**config.mk**
```make
export PLATFORM = sky130hd
export DESIGN_NAME = tmr_channel
export DESIGN_NICKNAME = d
export VERILOG_FILES = /design/src/rtl/tmr_pkg.sv /design/src/rtl/tmr_regs.sv /design/src/rtl/tmr_counter.sv /design/src/rtl/tmr_flags.sv /design/src/rtl/tmr_channel.sv
export SDC_FILE = /design/constraint.sdc
export NUM_CORES = 1
export LEC_CHECK = 0
export ABC_AREA = 1
export BUFFER_PORTS_ARGS = -buffer_cell sky130_fd_sc_hd__buf_4
export CAP_MARGIN = 0
export CORE_MARGIN = 3
export CORE_UTILIZATION = 64
export DETAILED_ROUTE_END_ITERATION = 8
export PLACE_DENSITY = 0.92
export SLEW_MARGIN = 40
export SYNTH_ARGS = -nofsm -noshare
export SYNTH_HDL_FRONTEND = slang
export SYNTH_SLANG_ARGS = --single-unit
```
**constraint.sdc**
```tcl
create_clock -name clk -period 4.7 [get_ports clk]
set_input_delay 0.235 -clock clk [delete_from_list [all_inputs] [get_ports clk]]
set_output_delay 0.235 -clock clk [all_outputs]
set_load 0.03 [all_outputs]
```
**src/rtl/tmr_pkg.sv**
```systemverilog
`timescale 1ns/1ps
package tmr_pkg;
  typedef enum logic [1:0] {
    CLR_NONE = 2'b00,
    CLR_ON_A = 2'b01,
    CLR_ON_B = 2'b10,
    CLR_RSVD = 2'b11
  } clr_sel_e;

  localparam int unsigned ADR_RUN   = 0;
  localparam int unsigned ADR_CTRL  = 1;
  localparam int unsigned ADR_STAT  = 2;
  localparam int unsigned ADR_IEN   = 3;
  localparam int unsigned ADR_COUNT = 4;
  localparam int unsigned ADR_CMPA  = 5;
  localparam int unsigned ADR_CMPB  = 6;

  localparam int unsigned NFLAGS  = 3;
  localparam int unsigned FLG_OVF = 0;
  localparam int unsigned FLG_A   = 1;
  localparam int unsigned FLG_B   = 2;
endpackage

```
**src/rtl/tmr_regs.sv**
```systemverilog
`timescale 1ns/1ps
module tmr_regs
  import tmr_pkg::*;
#(
  parameter int W  = 16,
  parameter int AW = 3
) (
  input  logic              clk,
  input  logic              rst_n,
  input  logic              wr_en,
  input  logic [AW-1:0]     wr_addr,
  input  logic [W-1:0]      wr_data,
  output logic              run_q,
  output clr_sel_e          sel_q,
  output logic [NFLAGS-1:0] ien_q,
  output logic [W-1:0]      cmpa_q,
  output logic [W-1:0]      cmpb_q
);
  function automatic logic hit_addr(input logic [AW-1:0] a, input int unsigned r);
    return a == AW'(r);
  endfunction

  always_ff @(posedge clk or negedge rst_n) begin
    if (!rst_n) begin
      run_q  <= 1'b0;
      sel_q  <= CLR_NONE;
      ien_q  <= '0;
      cmpa_q <= '1;
      cmpb_q <= '1;
    end else if (wr_en) begin
      if (hit_addr(wr_addr, ADR_RUN))  run_q  <= wr_data[0];
      if (hit_addr(wr_addr, ADR_CTRL)) sel_q  <= clr_sel_e'(wr_data[1:0]);
      if (hit_addr(wr_addr, ADR_IEN))  ien_q  <= wr_data[NFLAGS-1:0];
      if (hit_addr(wr_addr, ADR_CMPA)) cmpa_q <= wr_data;
      if (hit_addr(wr_addr, ADR_CMPB)) cmpb_q <= wr_data;
    end
  end
endmodule

```
**src/rtl/tmr_counter.sv**
```systemverilog
`timescale 1ns/1ps
module tmr_counter
  import tmr_pkg::*;
#(
  parameter int W = 16
) (
  input  logic         clk,
  input  logic         rst_n,
  input  logic         step,
  input  logic         load,
  input  logic [W-1:0] load_val,
  input  logic [W-1:0] cmpa,
  input  logic [W-1:0] cmpb,
  input  clr_sel_e     sel,
  output logic [W-1:0] count_q,
  output logic         wrap,
  output logic         hit_a,
  output logic         hit_b,
  output logic         clr_hit
);
  localparam logic [W-1:0] TOP = {W{1'b1}};

  function automatic logic [W-1:0] incr(input logic [W-1:0] v);
    return v + W'(1);
  endfunction

  function automatic logic want_clear(input clr_sel_e s, input logic a, input logic b);
    case (s)
      CLR_ON_A: return a;
      CLR_ON_B: return b;
      default:  return 1'b0;
    endcase
  endfunction

  logic [W-1:0] nxt;
  assign nxt     = incr(count_q);
  assign wrap    = step && (count_q == TOP);
  assign hit_a   = step && (nxt == cmpa);
  assign hit_b   = step && (nxt == cmpb);
  assign clr_hit = want_clear(sel, hit_a, hit_b);

  always_ff @(posedge clk or negedge rst_n) begin
    if (!rst_n)      count_q <= '0;
    else if (load)   count_q <= load_val;
    else if (step)   count_q <= clr_hit ? '0 : nxt;
  end
endmodule

```
**src/rtl/tmr_flags.sv**
```systemverilog
`timescale 1ns/1ps
module tmr_flags
  import tmr_pkg::*;
(
  input  logic              clk,
  input  logic              rst_n,
  input  logic [NFLAGS-1:0] set,
  input  logic              clr_wr,
  input  logic [NFLAGS-1:0] keep,
  output logic [NFLAGS-1:0] flag_q
);
  for (genvar i = 0; i < NFLAGS; i++) begin : g_flag
    always_ff @(posedge clk or negedge rst_n) begin
      if (!rst_n)         flag_q[i] <= 1'b0;
      else if (set[i])    flag_q[i] <= 1'b1;
      else if (clr_wr)    flag_q[i] <= flag_q[i] & keep[i];
    end
  end
endmodule

```
**src/rtl/tmr_channel.sv**
```systemverilog
`timescale 1ns/1ps
module tmr_channel
  import tmr_pkg::*;
#(
  parameter int W  = 16,
  parameter int AW = 3
) (
  input  logic          clk,
  input  logic          rst_n,
  input  logic          cnt_en,
  input  logic          wr_en,
  input  logic [AW-1:0] wr_addr,
  input  logic [W-1:0]  wr_data,
  input  logic [AW-1:0] rd_addr,
  output logic [W-1:0]  rd_data,
  output logic          irq
);
  logic              run_q;
  clr_sel_e          sel_q;
  logic [NFLAGS-1:0] ien_q;
  logic [W-1:0]      cmpa_q, cmpb_q, count_q;
  logic              cnt_wr, st_wr, step;
  logic              wrap, hit_a, hit_b, clr_hit;
  logic [NFLAGS-1:0] events, flag_q;

  assign cnt_wr = wr_en && (wr_addr == AW'(ADR_COUNT));
  assign st_wr  = wr_en && (wr_addr == AW'(ADR_STAT));
  assign step   = cnt_en && run_q && !cnt_wr;

  tmr_regs #(.W(W), .AW(AW)) u_regs (
    .clk(clk), .rst_n(rst_n), .wr_en(wr_en), .wr_addr(wr_addr), .wr_data(wr_data),
    .run_q(run_q), .sel_q(sel_q), .ien_q(ien_q), .cmpa_q(cmpa_q), .cmpb_q(cmpb_q)
  );

  tmr_counter #(.W(W)) u_cnt (
    .clk(clk), .rst_n(rst_n), .step(step), .load(cnt_wr), .load_val(wr_data),
    .cmpa(cmpa_q), .cmpb(cmpb_q), .sel(sel_q), .count_q(count_q),
    .wrap(wrap), .hit_a(hit_a), .hit_b(hit_b), .clr_hit(clr_hit)
  );

  always_comb begin
    events          = '0;
    events[FLG_OVF] = wrap;
    events[FLG_A]   = hit_a;
    events[FLG_B]   = hit_b;
  end

  tmr_flags u_flags (
    .clk(clk), .rst_n(rst_n), .set(events), .clr_wr(st_wr),
    .keep(wr_data[NFLAGS-1:0]), .flag_q(flag_q)
  );

  assign irq = |(flag_q & ien_q);

  always_comb begin
    rd_data = '0;
    case (int'(rd_addr))
      ADR_RUN:   rd_data[0]          = run_q;
      ADR_CTRL:  rd_data[1:0]        = sel_q;
      ADR_STAT:  rd_data[NFLAGS-1:0] = flag_q;
      ADR_IEN:   rd_data[NFLAGS-1:0] = ien_q;
      ADR_COUNT: rd_data             = count_q;
      ADR_CMPA:  rd_data             = cmpa_q;
      ADR_CMPB:  rd_data             = cmpb_q;
      default:   rd_data             = '0;
    endcase
  end
endmodule

```
### After elaboration in Yosys (flattened, before gate mapping)

Cells that the tools add are included.

| storage, ports and cells | value |
|---|---|
| register bits | 57 |
| bits of input ports | 26 |
| output and inout port bits | 17 |
| word-level logic and storage cells | 65 |

| operators by class | value |
|---|---|
| add/sub/neg operators | 1 |
| eq/ne operators | 17 |
| mux-type cells | 14 |
| bitwise gates (word level) | 4 |
| reductions and logical operators | 20 |

Operators with widths:

| kind | number |
|---|---|
| $mux 16 | 3 |
| $pmux 13 s3 | 1 |
| $eq 16x16->1 | 2 |
| $eq 3x3->1 const B | 6 |
| $add 16x1->16 const B | 1 |
| $eq 16x16->1 const B | 1 |
| $eq 3x2->1 const B | 4 |
| $reduce_and 2->1 | 5 |
| $reduce_bool 2->1 | 4 |
| $logic_and 1x1->1 | 7 |
| $pmux 1 s7 | 1 |
| $eq 3x1->1 const B | 2 |
| $logic_not 3->1 | 2 |
| $mux 1 | 6 |
| $pmux 1 s6 | 1 |
| $pmux 1 s5 | 1 |
| $and 1x1->1 | 3 |
| $and 3x3->3 | 1 |
| $reduce_or 3->1 | 1 |
| $eq 2x1->1 const B | 1 |
| $eq 2x2->1 const B | 1 |
| $pmux 1 s2 | 1 |
| $logic_not 1->1 | 1 |

### Depth between registers and ports, before layout

| depth | value |
|---|---|
| depth after elaboration | 9 |
| depth in mapped cells | 18 |

### By module

Synthesis repeated with hierarchy kept, for this count alone.

| unflattened totals | value |
|---|---|
| cell total of the unflattened synthesis | 654 |
| area, all modules | 4214.0 µm² |

By module, submodules not included:

| module | instances | cells each | area each (µm²) | seq. area each (µm²) |
|---|---|---|---|---|
| tmr_counter | 1 | 342 | 1968.1 | 400.4 |
| tmr_regs | 1 | 175 | 1579.0 | 991.0 |
| tmr_channel | 1 | 119 | 535.5 | 0.0 |
| tmr_flags | 1 | 18 | 131.4 | 75.1 |

### Worst setup path after synthesis

Ideal clock, no wire load.

| path | value |
|---|---|
| path type | flip-flop to flip-flop |
| from | register u_cnt.count_q[0] |
| to | register u_cnt.count_q[12] |
| setup time | 117 ps |
| arrival time | 1942 ps |
| data required time | 4583 ps |
| slack | 2641 ps |
| cell stages (with the launch flop) | 19 |
| clock period less this slack | 2059 ps |
| cells stage by stage | dfrtp_1 ha_1 nand2_1 inv_1 nand2_1 nand2_1 nand2_1 nand2_1 nor2_1 nand2_1 nor2_1 nand2_1 nor2_1 nand3_1 nand2_2 nand2_4 buf_6 nand2_1 nand2_1 |

| on the way | value |
|---|---|
| longest elaborated chain between the ends | 7 |
| elaborated cells on any way between the ends | 9 |

Ends and longest elaborated chain:

| what | line | source |
|---|---|---|
| start: declaration | tmr_counter.sv:15 | `output logic [W-1:0] count_q,` |
| start signal: assignment | tmr_counter.sv:44 | `else if (load) count_q <= load_val;` |
| start signal: assignment | tmr_counter.sv:45 | `else if (step) count_q <= clr_hit ? '0 : nxt;` |
| $add 16x1->16 (*) | tmr_counter.sv:24 | `return v + W'(1);` |
| $eq 16x16->1 (on tied branches) | tmr_counter.sv:39, tmr_counter.sv:38 |  |
| $logic_and 1x1->1 (on tied branches) | tmr_counter.sv:39, tmr_counter.sv:38 |  |
| $pmux 1 s2 | tmr_counter.sv:28 | `case (s)` |
| $mux 16 (*) (2 in series) | tmr_counter.sv:45 |  |
| $mux 16 (*) | tmr_counter.sv:44 |  |

Mark *: on every way between the ends. The rest lies on a longest branch, timed or not. The select of a mux whose other input is x is not followed.
A chain may end at the register's enable or synchronous reset.

### Final worst setup path

| path | value |
|---|---|
| from | register u_cnt.count_q[0] |
| to | register u_cnt.count_q[1] |

The elaborated chain is that of the path after synthesis.

==> flow_summary_export.csv <==
group,metric,value,unit
placement,place_congestion,0.911,
clocking,clk_latency,0.35,ns
global_routing,grt_overflow,0,
synth,yosysWarnings,0,
timing,rsz0062_at_grt,"false",
route,routed_wl,10900,um
clocking,clk_path_buf_depth,2,
synth,yosys.area.top_type,"dfstp_2",
critical_path,crit_slowest_cell,"dfrtp_1",
layout,area_delta_synth_final,14.1,%
synth,seq_area_frac_synth,0.379,
route,dr.pass1.iters,6,
layout,fin_cells,713,
floorplan,initial_utilization,0.682,
layout,utilization,0.779,
power_and_ir_drop,leakage,2.26,nW
power_and_ir_drop,power,2.00,mW
power_and_ir_drop,power.internal,1.14,mW
route,ant_nets,0,
synth,synth_flop_cell,"dfstp_2",
critical_path,worstSetupPathType,"reg -> reg",
route,drt_iter0_drc,530,
clocking,cts_resized,0,
critical_path,arrival,2.76,ns
layout,fillers,410,
floorplan,core_area,5680,sq um
synth,ys_async_sr_fraction,1.00,
critical_path,start_kind,"flip-flop",
critical_path,cpPeakStageDelay,0.45,ns
synth,synth_edf_count,0,
synth,synth.top_cells.by_count,"219 x nand2_1, 91 x inv_1, 50 x nand3_1",
layout,drive_gt1_frac,0.156,
timing,drv_slew,0,
placement,io_buffers,42,
critical_path,path_cells,"ha_1, nand2_1, nor2_4, nand3_1, nand2_1, nand2_1, nand2_1, nand2_1, nor2_1, nand2_1, nor2_1, nand3_1, nand2_2, nand2_4, nand2_1, nand2_1",
power_and_ir_drop,switchingPower,0.859,mW
critical_path,worstPathMaxFanout,16,
status,status,"finished, final reports clean",
placement,place_area,4240,sq um
synth,synth_top_cells_by_area,"dfstp_2 22%, nand2_1 21%, dfrtp_1 16%, inv_1 8.8%, nand3_1 6.5%",
clocking,cts_max_level,3,
synth,synth_fp_nets,623,
hold_path,worst_hold_path_type,"in -> reg",
route,post-route-drc-count,0,
timing,finClkSkew,0.00903,ns
global_routing,grt_usage,0.318,
floorplan,io_pins,43,
global_routing,grt_pass1_wl,18100,um
critical_path,cp-end-kind,"flip-flop",
layout,antenna_cells,0,
route,wire_per_inst,15.4,um
timing,setup_tns,0,ns
timing,hold_ws,0.135,ns
floorplan,die_y,83.8,um
timing,setup_violations,0,
route,num_vias,4214,
clocking,cts_tree,"done",
power_and_ir_drop,switching_share,0.430,
synth,syn_inst,594,
synth,ys_types,29,
global_routing,antenna_found_initial,0,
layout,fin_area,4420,sq um
clocking,post_cts_buffers,0,
critical_path,crit_top_cell,"nand2_1",
timing,max_freq,396,MHz
power_and_ir_drop,pwr-share-clk,0.210,
timing,final.setup.worst_slack,2.18,ns
power_and_ir_drop,peakVddDrop,0.000279,V
power_and_ir_drop,seq_power_share,0.396,
synth,yosysMostFrequentCell,"nand2_1",
global_routing,grt_start_max_net_pins,58,
timing,maxSlewHeadroom,0.523,
timing,period_share,0.537,
synth,ys_ff_latch,57,
placement,placedCellCount,696,
timing,finalHoldViolCount,0,
clocking,cts_buffers,9,
layout,fin_nets,665,
synth,yosysTopAreaCellShare,0.217,
placement,hpwl,7680,um
critical_path,crit_family,"simple AND/OR/NAND/NOR gates",
route,viasPerCell,5.91,
clocking,ctsHoldBuffers,1,
clocking,cts.clk_slew.worst_paths,0.07,ns
synth,netlist_area,3870,sq um
floorplan,rows,27,
power_and_ir_drop,combPwrFrac,0.394,
power_and_ir_drop,power_density,453,nW/um^2
critical_path,required,4.93,ns
critical_path,cp_num_buf_inv,0,
flow_run,maxCapViolations,0,
floorplan,dieArea,7020,sq um
synth,synth.avg_cell_area,6.52,sq um
global_routing,grt_pass1_vias,3931,
placement,dp_slack,2.26,ns
timing,final.min_clock_period,2.52,ns
floorplan,die_x,83.8,um
clocking,root_buffer,"clkbuf_8",
timing,worst_pin_slew,0.716,ns
clocking,cts.sinks,57,
## final timing paths
kind	start	endpoint	slack (ns)	depth (start not counted)
max	u_cnt.count_q[0]	u_cnt.count_q[1]	2.18	16
min	wr_data[2]	u_flags.flag_q[2]	0.13	3
max reg2reg	u_cnt.count_q[0]	u_cnt.count_q[1]	2.18	16
min reg2reg	u_regs.cmpb_q[14]	u_regs.cmpb_q[14]	0.51	2
max in group asynchronous	rst_n	u_cnt.count_q[14]	3.73	2
min in group asynchronous	rst_n	u_regs.ien_q[2]	0.49	2
## placed cells by master (no fill, tap or decap), types with 3 or more instances in the layout
cell type  count
nand2_2        3
nand3_1       50
nand4_1       10
dfstp_2       32
nor2_1        49
nand3b_1       5
nor2_4         3
o221ai_1      11
nor3_1         5
clkbuf_8      11
nand2_1      217
buf_4         44
inv_1         91
ha_1           3
clkinv_2       3
dfrtp_1       25
o22ai_1       16
o21ai_0       43
## cell type report
| class | count | area [sq um] | share of cell area |
|---|---|---|---|
| Clock buffer | 13 | 159 | 0.0360 |
| Clock inverter | 3 | 15.0 | 0.00340 |
| Sequential cell | 57 | 1470 | 0.332 |
| Timing Repair Buffer | 45 | 340 | 0.0770 |
| Tap cell | 72 | 90.1 | 0.0204 |
| Multi-Input combinational cell | 429 | 2000 | 0.452 |
| Inverter | 94 | 353 | 0.0798 |
## cell families (layout without fill, tap and decap cells)
family | count (synthesis) | in the layout | synth area share
fa+ha+maj | 3 | 3 | 0.00969
compound gates | 78 | 78 | 0.123
buf+inv | 108 | 155 | 0.109
xor+xnor | 3 | 3 | 0.00679
simple gates | 345 | 345 | 0.373
flops | 57 | 57 | 0.379
## power groups by stage
stage               registers (mW)  logic [mW]  clock network [mW]
global route                 0.811       0.889               0.444
finish                       0.793       0.788               0.420
CTS                          0.786       0.773               0.415
detailed placement           0.793       0.765                   0
global placement             0.787       0.738                   0
floorplan                    0.747       0.593                   0
## sequential cells by signal, indices dropped and copies added (netlist names)
name	cells
u_regs.sel_q	2
u_flags.flag_q	3
u_regs.ien_q	3
u_regs.cmpa_q	16
u_regs.cmpb_q	16
u_regs.run_q	1
u_cnt.count_q	16
## metal layers
metal | up-vias | global-route usage | wire (um)
li1 | 1994 | - | -
met2 | 258 | 0.480 | 4780
met5 | - | 0 | 0
met3 | 46 | 0.0681 | 1190
met4 | 0 | 0.127 | 366
met1 | 1916 | 0.446 | 4610
## tightest hold or removal path, delay by kind of cell
kind | cells | cell delay, ns
buffers and inverters | 1 | 0.08
AO/OA/AOI/OAI | 1 | 0.07
AND/OR/NAND/NOR | 1 | 0.06
(Power assumes the default switching activity.)
